## src/rtl/irq_pkg.sv

```systemverilog
package irq_pkg;

    localparam int REG_W      = 8;
    localparam int SEL_W      = 3;
    localparam int NUM_PERIPH = 4;

    localparam logic [SEL_W-1:0] SEL_CTL  = 3'd0;
    localparam logic [SEL_W-1:0] SEL_PFLG = 3'd1;
    localparam logic [SEL_W-1:0] SEL_PEN  = 3'd2;
    localparam logic [SEL_W-1:0] SEL_PCEN = 3'd3;
    localparam logic [SEL_W-1:0] SEL_PORT = 3'd4;

    // control register bit positions
    localparam int B_GIE    = 0;
    localparam int B_PIE    = 1;
    localparam int B_EXT_EN = 2;
    localparam int B_TMR_EN = 3;
    localparam int B_PC_EN  = 4;
    localparam int B_EXT_F  = 5;
    localparam int B_TMR_F  = 6;
    localparam int B_PC_F   = 7;

    // pin-change enable register: edge select position
    localparam int B_EDGE   = 7;

    typedef enum logic [1:0] {
        ST_IDLE = 2'd0,
        ST_REQ  = 2'd1,
        ST_SVC  = 2'd2
    } irq_state_e;

endpackage

```

## src/rtl/irq_sync.sv

```systemverilog
module irq_sync #(
    parameter int W      = 1,
    parameter int STAGES = 2
) (
    input  logic         clk,
    input  logic         rst_n,
    input  logic [W-1:0] d,
    output logic [W-1:0] q
);

    logic [W-1:0] stage_q [STAGES];

    always_ff @(posedge clk or negedge rst_n) begin
        if (!rst_n) begin
            stage_q[0] <= '0;
        end else begin
            stage_q[0] <= d;
        end
    end

    for (genvar s = 1; s < STAGES; s++) begin : g_stage
        always_ff @(posedge clk or negedge rst_n) begin
            if (!rst_n) begin
                stage_q[s] <= '0;
            end else begin
                stage_q[s] <= stage_q[s-1];
            end
        end
    end

    assign q = stage_q[STAGES-1];

endmodule

```

## src/rtl/irq_ext_edge.sv

```systemverilog
module irq_ext_edge (
    input  logic clk,
    input  logic rst_n,
    input  logic pin_s,
    input  logic sel_rise,
    output logic edge_evt
);

    logic prev_q;

    always_ff @(posedge clk or negedge rst_n) begin
        if (!rst_n) begin
            prev_q <= 1'b0;
        end else begin
            prev_q <= pin_s;
        end
    end

    always_comb begin
        if (sel_rise) begin
            edge_evt = pin_s & ~prev_q;
        end else begin
            edge_evt = ~pin_s & prev_q;
        end
    end

endmodule

```

## src/rtl/irq_pin_change.sv

```systemverilog
module irq_pin_change #(
    parameter int N = 6
) (
    input  logic         clk,
    input  logic         rst_n,
    input  logic [N-1:0] pin_s,
    input  logic [N-1:0] pin_en,
    input  logic         rd_strobe,
    output logic         change
);

    logic [N-1:0] snap_q;
    logic [N-1:0] diff;

    always_ff @(posedge clk or negedge rst_n) begin
        if (!rst_n) begin
            snap_q <= '0;
        end else if (rd_strobe) begin
            snap_q <= pin_s;
        end
    end

    for (genvar i = 0; i < N; i++) begin : g_cmp
        assign diff[i] = (pin_s[i] ^ snap_q[i]) & pin_en[i];
    end

    assign change = |diff;

endmodule

```

## src/rtl/irq_seq_fsm.sv

```systemverilog
module irq_seq_fsm
    import irq_pkg::*;
(
    input  logic clk,
    input  logic rst_n,
    input  logic pend_gated,
    input  logic vec_taken,
    input  logic ret_irq,
    output logic irq_req,
    output logic in_svc,
    output logic gie_clr,
    output logic gie_set
);

    irq_state_e state_q, state_d;

    always_ff @(posedge clk or negedge rst_n) begin
        if (!rst_n) begin
            state_q <= ST_IDLE;
        end else begin
            state_q <= state_d;
        end
    end

    always_comb begin
        state_d = state_q;
        unique case (state_q)
            ST_IDLE: if (pend_gated) state_d = ST_REQ;
            ST_REQ: begin
                if (vec_taken)        state_d = ST_SVC;
                else if (!pend_gated) state_d = ST_IDLE;
            end
            ST_SVC:  if (ret_irq) state_d = ST_IDLE;
            default: state_d = ST_IDLE;
        endcase
    end

    always_comb begin
        irq_req = (state_q == ST_REQ);
        in_svc  = (state_q == ST_SVC);
        gie_clr = (state_q == ST_REQ) && vec_taken;
        gie_set = (state_q == ST_SVC) && ret_irq;
    end

endmodule

```

## src/rtl/irq_two_level.sv

```systemverilog
module irq_two_level
    import irq_pkg::*;
#(
    parameter int NUM_PINS    = 6,
    parameter int SYNC_STAGES = 2,
    parameter int VEC_W       = 13,
    parameter int VEC_ADDR    = 4
) (
    input  logic                clk,
    input  logic                rst_n,
    input  logic                reg_wr,
    input  logic                reg_rd,
    input  logic [SEL_W-1:0]    reg_sel,
    input  logic [REG_W-1:0]    reg_wdata,
    output logic [REG_W-1:0]    reg_rdata,
    input  logic [NUM_PINS-1:0] pin_in,
    input  logic                ext_pin,
    input  logic                ev_tmr,
    input  logic                ev_cmp,
    input  logic                ev_adc,
    input  logic                ev_tmr2,
    input  logic                ev_mem,
    input  logic                vec_taken,
    input  logic                ret_irq,
    output logic                irq_req,
    output logic                wake_req,
    output logic [VEC_W-1:0]    vec_addr
);

    localparam logic [VEC_W-1:0] VEC_CONST = VEC_W'(VEC_ADDR);

    logic gie_q, pie_q, ext_en_q, tmr_en_q, pc_en_q;
    logic ext_flag_q, tmr_flag_q, pc_flag_q;
    logic [NUM_PERIPH-1:0] pflag_q, pen_q, periph_ev;
    logic [NUM_PINS-1:0]   pcen_q, pin_s;
    logic edge_rise_q;
    logic ext_s, ext_evt, pc_evt;
    logic wr_ctl, wr_pflg, wr_pen, wr_pcen, rd_port;
    logic pend_core, pend_per, pend_any;
    logic in_svc, gie_clr, gie_set;
    logic unused_wdata_bits;

    assign wr_ctl  = reg_wr && (reg_sel == SEL_CTL);
    assign wr_pflg = reg_wr && (reg_sel == SEL_PFLG);
    assign wr_pen  = reg_wr && (reg_sel == SEL_PEN);
    assign wr_pcen = reg_wr && (reg_sel == SEL_PCEN);
    assign rd_port = reg_rd && (reg_sel == SEL_PORT);
    assign unused_wdata_bits = ^reg_wdata[B_EDGE-1:NUM_PINS];

    irq_sync #(.W(NUM_PINS), .STAGES(SYNC_STAGES)) u_pin_sync (
        .clk(clk), .rst_n(rst_n), .d(pin_in), .q(pin_s)
    );

    irq_sync #(.W(1), .STAGES(SYNC_STAGES)) u_ext_sync (
        .clk(clk), .rst_n(rst_n), .d(ext_pin), .q(ext_s)
    );

    irq_ext_edge u_ext_edge (
        .clk(clk), .rst_n(rst_n), .pin_s(ext_s),
        .sel_rise(edge_rise_q), .edge_evt(ext_evt)
    );

    irq_pin_change #(.N(NUM_PINS)) u_pin_change (
        .clk(clk), .rst_n(rst_n), .pin_s(pin_s), .pin_en(pcen_q),
        .rd_strobe(rd_port), .change(pc_evt)
    );

    // control register: enables and core flags
    always_ff @(posedge clk or negedge rst_n) begin
        if (!rst_n) begin
            gie_q      <= 1'b0;
            pie_q      <= 1'b0;
            ext_en_q   <= 1'b0;
            tmr_en_q   <= 1'b0;
            pc_en_q    <= 1'b0;
            ext_flag_q <= 1'b0;
            tmr_flag_q <= 1'b0;
            pc_flag_q  <= 1'b0;
        end else begin
            if (wr_ctl) begin
                pie_q    <= reg_wdata[B_PIE];
                ext_en_q <= reg_wdata[B_EXT_EN];
                tmr_en_q <= reg_wdata[B_TMR_EN];
                pc_en_q  <= reg_wdata[B_PC_EN];
            end
            ext_flag_q <= (wr_ctl ? reg_wdata[B_EXT_F] : ext_flag_q) | ext_evt;
            tmr_flag_q <= (wr_ctl ? reg_wdata[B_TMR_F] : tmr_flag_q) | ev_tmr;
            pc_flag_q  <= (wr_ctl ? reg_wdata[B_PC_F]  : pc_flag_q)  | pc_evt;
            if (gie_clr) begin
                gie_q <= 1'b0;
            end else if (gie_set) begin
                gie_q <= 1'b1;
            end else if (wr_ctl) begin
                gie_q <= reg_wdata[B_GIE];
            end
        end
    end

    assign periph_ev = {ev_mem, ev_tmr2, ev_adc, ev_cmp};

    // peripheral flags, peripheral enables, pin-change enables
    always_ff @(posedge clk or negedge rst_n) begin
        if (!rst_n) begin
            pflag_q     <= '0;
            pen_q       <= '0;
            pcen_q      <= '0;
            edge_rise_q <= 1'b0;
        end else begin
            pflag_q <= (wr_pflg ? reg_wdata[NUM_PERIPH-1:0] : pflag_q) | periph_ev;
            if (wr_pen) begin
                pen_q <= reg_wdata[NUM_PERIPH-1:0];
            end
            if (wr_pcen) begin
                pcen_q      <= reg_wdata[NUM_PINS-1:0];
                edge_rise_q <= reg_wdata[B_EDGE];
            end
        end
    end

    assign pend_core = (ext_flag_q & ext_en_q) | (tmr_flag_q & tmr_en_q) | (pc_flag_q & pc_en_q);
    assign pend_per  = pie_q & (|(pflag_q & pen_q));
    assign pend_any  = pend_core | pend_per;
    assign wake_req  = pend_any;
    assign vec_addr  = VEC_CONST;

    irq_seq_fsm u_fsm (
        .clk(clk), .rst_n(rst_n), .pend_gated(pend_any & gie_q),
        .vec_taken(vec_taken), .ret_irq(ret_irq), .irq_req(irq_req),
        .in_svc(in_svc), .gie_clr(gie_clr), .gie_set(gie_set)
    );

    always_comb begin
        reg_rdata = '0;
        case (reg_sel)
            SEL_CTL: begin
                reg_rdata[B_GIE]    = gie_q;
                reg_rdata[B_PIE]    = pie_q;
                reg_rdata[B_EXT_EN] = ext_en_q;
                reg_rdata[B_TMR_EN] = tmr_en_q;
                reg_rdata[B_PC_EN]  = pc_en_q;
                reg_rdata[B_EXT_F]  = ext_flag_q;
                reg_rdata[B_TMR_F]  = tmr_flag_q;
                reg_rdata[B_PC_F]   = pc_flag_q;
            end
            SEL_PFLG: reg_rdata[NUM_PERIPH-1:0] = pflag_q;
            SEL_PEN:  reg_rdata[NUM_PERIPH-1:0] = pen_q;
            SEL_PCEN: begin
                reg_rdata[NUM_PINS-1:0] = pcen_q;
                reg_rdata[B_EDGE]       = edge_rise_q;
            end
            SEL_PORT: reg_rdata[NUM_PINS-1:0] = pin_s;
            default:  reg_rdata = '0;
        endcase
    end

endmodule

```

## config.mk

```make
export PLATFORM = sky130hd
export DESIGN_NAME = irq_two_level
export DESIGN_NICKNAME = d
export VERILOG_FILES = /design/src/rtl/irq_pkg.sv /design/src/rtl/irq_sync.sv /design/src/rtl/irq_ext_edge.sv /design/src/rtl/irq_pin_change.sv /design/src/rtl/irq_seq_fsm.sv /design/src/rtl/irq_two_level.sv
export SDC_FILE = /design/constraint.sdc
export NUM_CORES = 1
export LEC_CHECK = 0
export ABC_AREA = 1
export BUFFER_PORTS_ARGS = -buffer_cell sky130_fd_sc_hd__buf_2
export CAP_MARGIN = 20
export CORE_UTILIZATION = 43
export CTS_BUF_LIST = sky130_fd_sc_hd__clkbuf_4
export CTS_CLUSTER_SIZE = 20
export DETAILED_ROUTE_END_ITERATION = 16
export GPL_TIMING_DRIVEN = 0
export PLACE_DENSITY = 0.73
export SKIP_CTS_REPAIR_TIMING = 1
export SYNTH_ARGS = -nofsm -noshare
export SYNTH_HDL_FRONTEND = slang
export SYNTH_SLANG_ARGS = --single-unit
```

## constraint.sdc

```tcl
create_clock -name clk -period 1.1 [get_ports clk]
set_input_delay 0.11 -clock clk [delete_from_list [all_inputs] [get_ports clk]]
set_output_delay 0.11 -clock clk [all_outputs]
set_load 0.1 [all_outputs]
```

==> results list <==
- Headroom to the max-slew limit came out at 0.629.
- Setup violations remaining at the end of the flow were counted as 10.
* Worst setup skew after layout: 0.00647 ns
- Clock latency on the worst-skew pair, taken at its later pin, is 0.35 ns.
* Placed Instances: 378
- Data on the critical path is required at its endpoint by 0.99 ns.
- Global routing met3 resource utilization: 0.0470
- The region available for standard cell placement spans 0.00479 mm².
* Largest net degree at the start of global routing: 47
- I/O pins: 52
- Ant. Diodes: 0
- Netlist area before placement: 0.00218 mm²
- The count of cells in the finished layout, fillers not included, comes to 420.
- Yosys warning total: 0
- Wire length of the first global-routing pass: 7600 µm
- RSZ-0062 raised after global routing: yes
- Summing all non-filler instances in the final layout gives an area of 0.00313 mm².
- The clock tree synthesis step divided the H-tree into 2 levels.
- The portion of synthesized area spent on multiplexers is 0.
- Share of post-route cells with drive strength above 1: 0.317
- Summed over all nets, the half-perimeter wirelength after detailed placement is 3420 µm.
- The number of antenna violations at the first check in global routing is 0.
* Clock sink count: 46
* Clock slew at the register clock pins of the worst setup and hold paths: 0.13 ns
- Highest-utilization routing layer at the global route stage: met2
- The checks that failed: negative setup slack.
- In the global route stage, met1 resource usage came out at 0.244.
- Combinational family with the most area after synthesis: simple AND/OR/NAND/NOR gates
* Type of destination of the critical path: primary output
- Sum of overflow across all layers after global routing: 0
- Dividing the detail-routed wire length by the instance count gives 11.7 µm.
- The tree is rooted in a sky130_fd_sc_hd__clkbuf_4.
- Run status: complete, but fails checks
- Final hold analysis gives a worst-case slack of 0.0125 ns.
- Routability-driven placement finished with a final weighted congestion of 0.797.
- Of the total synthesized cell area, the portion taken by XOR and XNOR cells is 0.
- The analysis attributes to cell leakage a power of 0.00157 µW.
* Cell Area, Placed: 0.00255 mm²
- Post-synthesis cell count: 263
- For this run, the post-layout net count is 381.
- Netlist cell types: 20
- Vias in the first global route: 1684
* Count of port buffers added during placement: 37
- Antenna violation net count after detailed routing: 0
- Starting utilization of the core area: 0.455
- DRT iter0 DRCs: 87
- Length of the first detailed-routing pass in iterations: 4
- Setup total negative slack: -2.71 ns
- Measured slew at the worst slew-check pin: 0.556 ns
- Critical path start-end classification: reg2out
- The fraction of the mapped netlist area in compound gates came to 0.0918.
* Layout overhead on the synthesized area: 43.5%
* Met2 GRT Util: 0.311
- Clock buffer count from CTS: 5
* Timing startpoint of the critical path: pc_flag_q
- Number of vias per cell after detailed routing: 4.63
* Clock period minus final worst setup slack: 1.46 ns
* Peak supply drop: 0.819 mV
- No sink is reached through more buffers than the 2 on the longest clock path.
* Cell area power density: 1610 mW/mm²
- The path class of the tightest hold or removal check is in2reg.
- The die is 73.2 µm tall.
* Overall power: 5020 µW
- Simple-gate area share of the yosys netlist: 0.269
* Worst reg2reg path startpoint: u_fsm.state_q[1]
- Fin worst setup slack: -0.363 ns
- DRT Wirelength: 4920 µm
* Part of the cycle the worst path needs: 1.33
- Based on the critical path, the design can be clocked at up to 0.683 GHz.
- Each instance of the synthesized netlist takes up on average 8.29 µm².
- For this run, the total global-route usage over all layers was measured as 0.187.
* Detailed-route DRC error count: 0
- Hold Startpoint: reg_wdata[7]
- Share of synthesized area occupied by flip-flops and latches: 0.528
* Detailed-route via count: 1945
* Critical path startpoint category: register
* Final Max Slew Viols: 0
- Along the worst path, the maximum fanout reaches 3.
* Arrival time at the worst endpoint: 1.35 ns
- TritonCTS built the clock tree.
- Synth Register Bits: 46
- Maximum Capacitance Violations: 0
- Measured along the x axis, the die boundary spans 73.2 µm.
- Adder-cell share of the synthesized area: 0
- Die Footprint: 0.00536 mm²
- Number of placement rows: 25
* Final-report hold violation count: 0
[cell usage in the layout, fill, tap and decap left out]
master,instances
sky130_fd_sc_hd__a21oi_1,8
sky130_fd_sc_hd__a21oi_2,1
sky130_fd_sc_hd__buf_12,7
sky130_fd_sc_hd__buf_16,1
sky130_fd_sc_hd__buf_2,27
sky130_fd_sc_hd__buf_4,26
sky130_fd_sc_hd__buf_6,3
sky130_fd_sc_hd__buf_8,1
sky130_fd_sc_hd__bufinv_16,1
sky130_fd_sc_hd__clkbuf_4,8
sky130_fd_sc_hd__clkinvlp_4,3
sky130_fd_sc_hd__conb_1,13
sky130_fd_sc_hd__dfrtp_1,46
sky130_fd_sc_hd__dlygate4sd3_1,21
sky130_fd_sc_hd__inv_1,19
sky130_fd_sc_hd__inv_2,7
sky130_fd_sc_hd__inv_4,1
sky130_fd_sc_hd__nand2_1,88
sky130_fd_sc_hd__nand2_2,6
sky130_fd_sc_hd__nand2_4,5
sky130_fd_sc_hd__nand3_1,12
sky130_fd_sc_hd__nand3_2,1
sky130_fd_sc_hd__nand3b_1,1
sky130_fd_sc_hd__nand4_1,7
sky130_fd_sc_hd__nor2_1,6
sky130_fd_sc_hd__nor2_2,3
sky130_fd_sc_hd__nor2_4,2
sky130_fd_sc_hd__nor3_4,3
sky130_fd_sc_hd__o211ai_1,3
sky130_fd_sc_hd__o21ai_0,14
sky130_fd_sc_hd__o21ai_1,2
sky130_fd_sc_hd__o21ai_2,6
sky130_fd_sc_hd__o31ai_1,1
[critical path, stage by stage, from the launching register on]
cell                      delay (ns)
sky130_fd_sc_hd__dfrtp_1        0.44
sky130_fd_sc_hd__nand2_1        0.09
sky130_fd_sc_hd__nand2_1        0.06
sky130_fd_sc_hd__a21oi_2        0.18
sky130_fd_sc_hd__nand2_4        0.07
sky130_fd_sc_hd__buf_12         0.16
[logic make-up after synthesis]
group / after synthesis
flip-flops: 46
AND/OR/NAND/NOR: 134
buffers and inverters: 46
AO/OA/AOI/OAI: 35
other: 2
[path summary, 6_finish.rpt]
check / endpoint / slack [ns] / cells after the start
max: wake_req / -0.36 / 5
min: edge_rise_q / 0.01 / 3
max reg2reg: gie_q / 0.06 / 6
min reg2reg: u_pin_sync.q[4] / 0.36 / 0
max in group asynchronous: u_ext_sync.q / 0.34 / 3
min in group asynchronous: pcen_q[1] / 0.27 / 2
[area by class of cell]
| cell class | count | area, µm² |
|---|---|---|
| Buffer | 17 | 126 |
| Clock buffer | 6 | 45.0 |
| Clock inverter | 2 | 37.5 |
| Fill cell | 404 | 1660 |
| Inverter | 29 | 119 |
| Multi-Input combinational cell | 182 | 918 |
| Sequential cell | 46 | 1150 |
| Tap cell | 67 | 83.8 |
| Timing Repair Buffer | 71 | 646 |
[layer usage]
layer | vias up | routed length (µm)
li1 | 988 | -
met5 | - | 0
met3 | 2 | 230
met4 | 0 | 14
met2 | 53 | 2470
met1 | 902 | 2200
[report_power, final]
| part | switching [µW] | internal [µW] | leakage [µW] | total [µW] |
|---|---|---|---|---|
| combinational | 1190 | 664 | 0.000982 | 1850 |
| sequential | 203 | 1930 | 0.000542 | 2130 |
| clock | 536 | 505 | 0.0000419 | 1040 |
[cells in the mapped netlist]
master	n	area share
sky130_fd_sc_hd__nand4_1	7	0.020
sky130_fd_sc_hd__buf_4	14	0.048
sky130_fd_sc_hd__a21oi_1	9	0.021
sky130_fd_sc_hd__nand3_2	1	0.0046
sky130_fd_sc_hd__o21ai_2	4	0.016
sky130_fd_sc_hd__conb_1	2	0.0034
sky130_fd_sc_hd__inv_1	27	0.046
sky130_fd_sc_hd__buf_6	1	0.0052
sky130_fd_sc_hd__o31ai_1	1	0.0034
sky130_fd_sc_hd__dfrtp_1	46	0.53
sky130_fd_sc_hd__nor3_4	3	0.022
sky130_fd_sc_hd__nand2_2	1	0.0029
sky130_fd_sc_hd__nor2_1	11	0.019
sky130_fd_sc_hd__o211ai_1	3	0.010
sky130_fd_sc_hd__nand3_1	12	0.028
sky130_fd_sc_hd__inv_2	2	0.0034
sky130_fd_sc_hd__o21ai_0	18	0.041
sky130_fd_sc_hd__buf_2	2	0.0046
sky130_fd_sc_hd__nand3b_1	1	0.0034
sky130_fd_sc_hd__nand2_1	98	0.17
[through the flow]
step,util,setup WS (ns)
final,0.653,-0.363
after CTS,0.549,-0.668
after detailed placement,0.532,-0.480
after global placement,0.532,-0.472
after global routing,0.653,-0.447
after floorplan,-,-0.860
[registers in the layout, indices dropped and copies added (netlist names)]
| signal | flops |
|---|---|
| pcen_q | 6 |
| u_pin_change.snap_q | 6 |
| u_pin_sync.q | 6 |
| u_pin_sync.stage_q | 6 |
| pen_q | 4 |
| pflag_q | 4 |
| u_fsm.state_q | 2 |
| edge_rise_q | 1 |
| ext_en_q | 1 |
| ext_flag_q | 1 |
| gie_q | 1 |
| pc_en_q | 1 |
| pc_flag_q | 1 |
| pie_q | 1 |
| tmr_en_q | 1 |
| tmr_flag_q | 1 |
| u_ext_edge.prev_q | 1 |
| u_ext_sync.q | 1 |
| u_ext_sync.stage_q | 1 |
No activity file was read; power rests on OpenSTA's default activity.
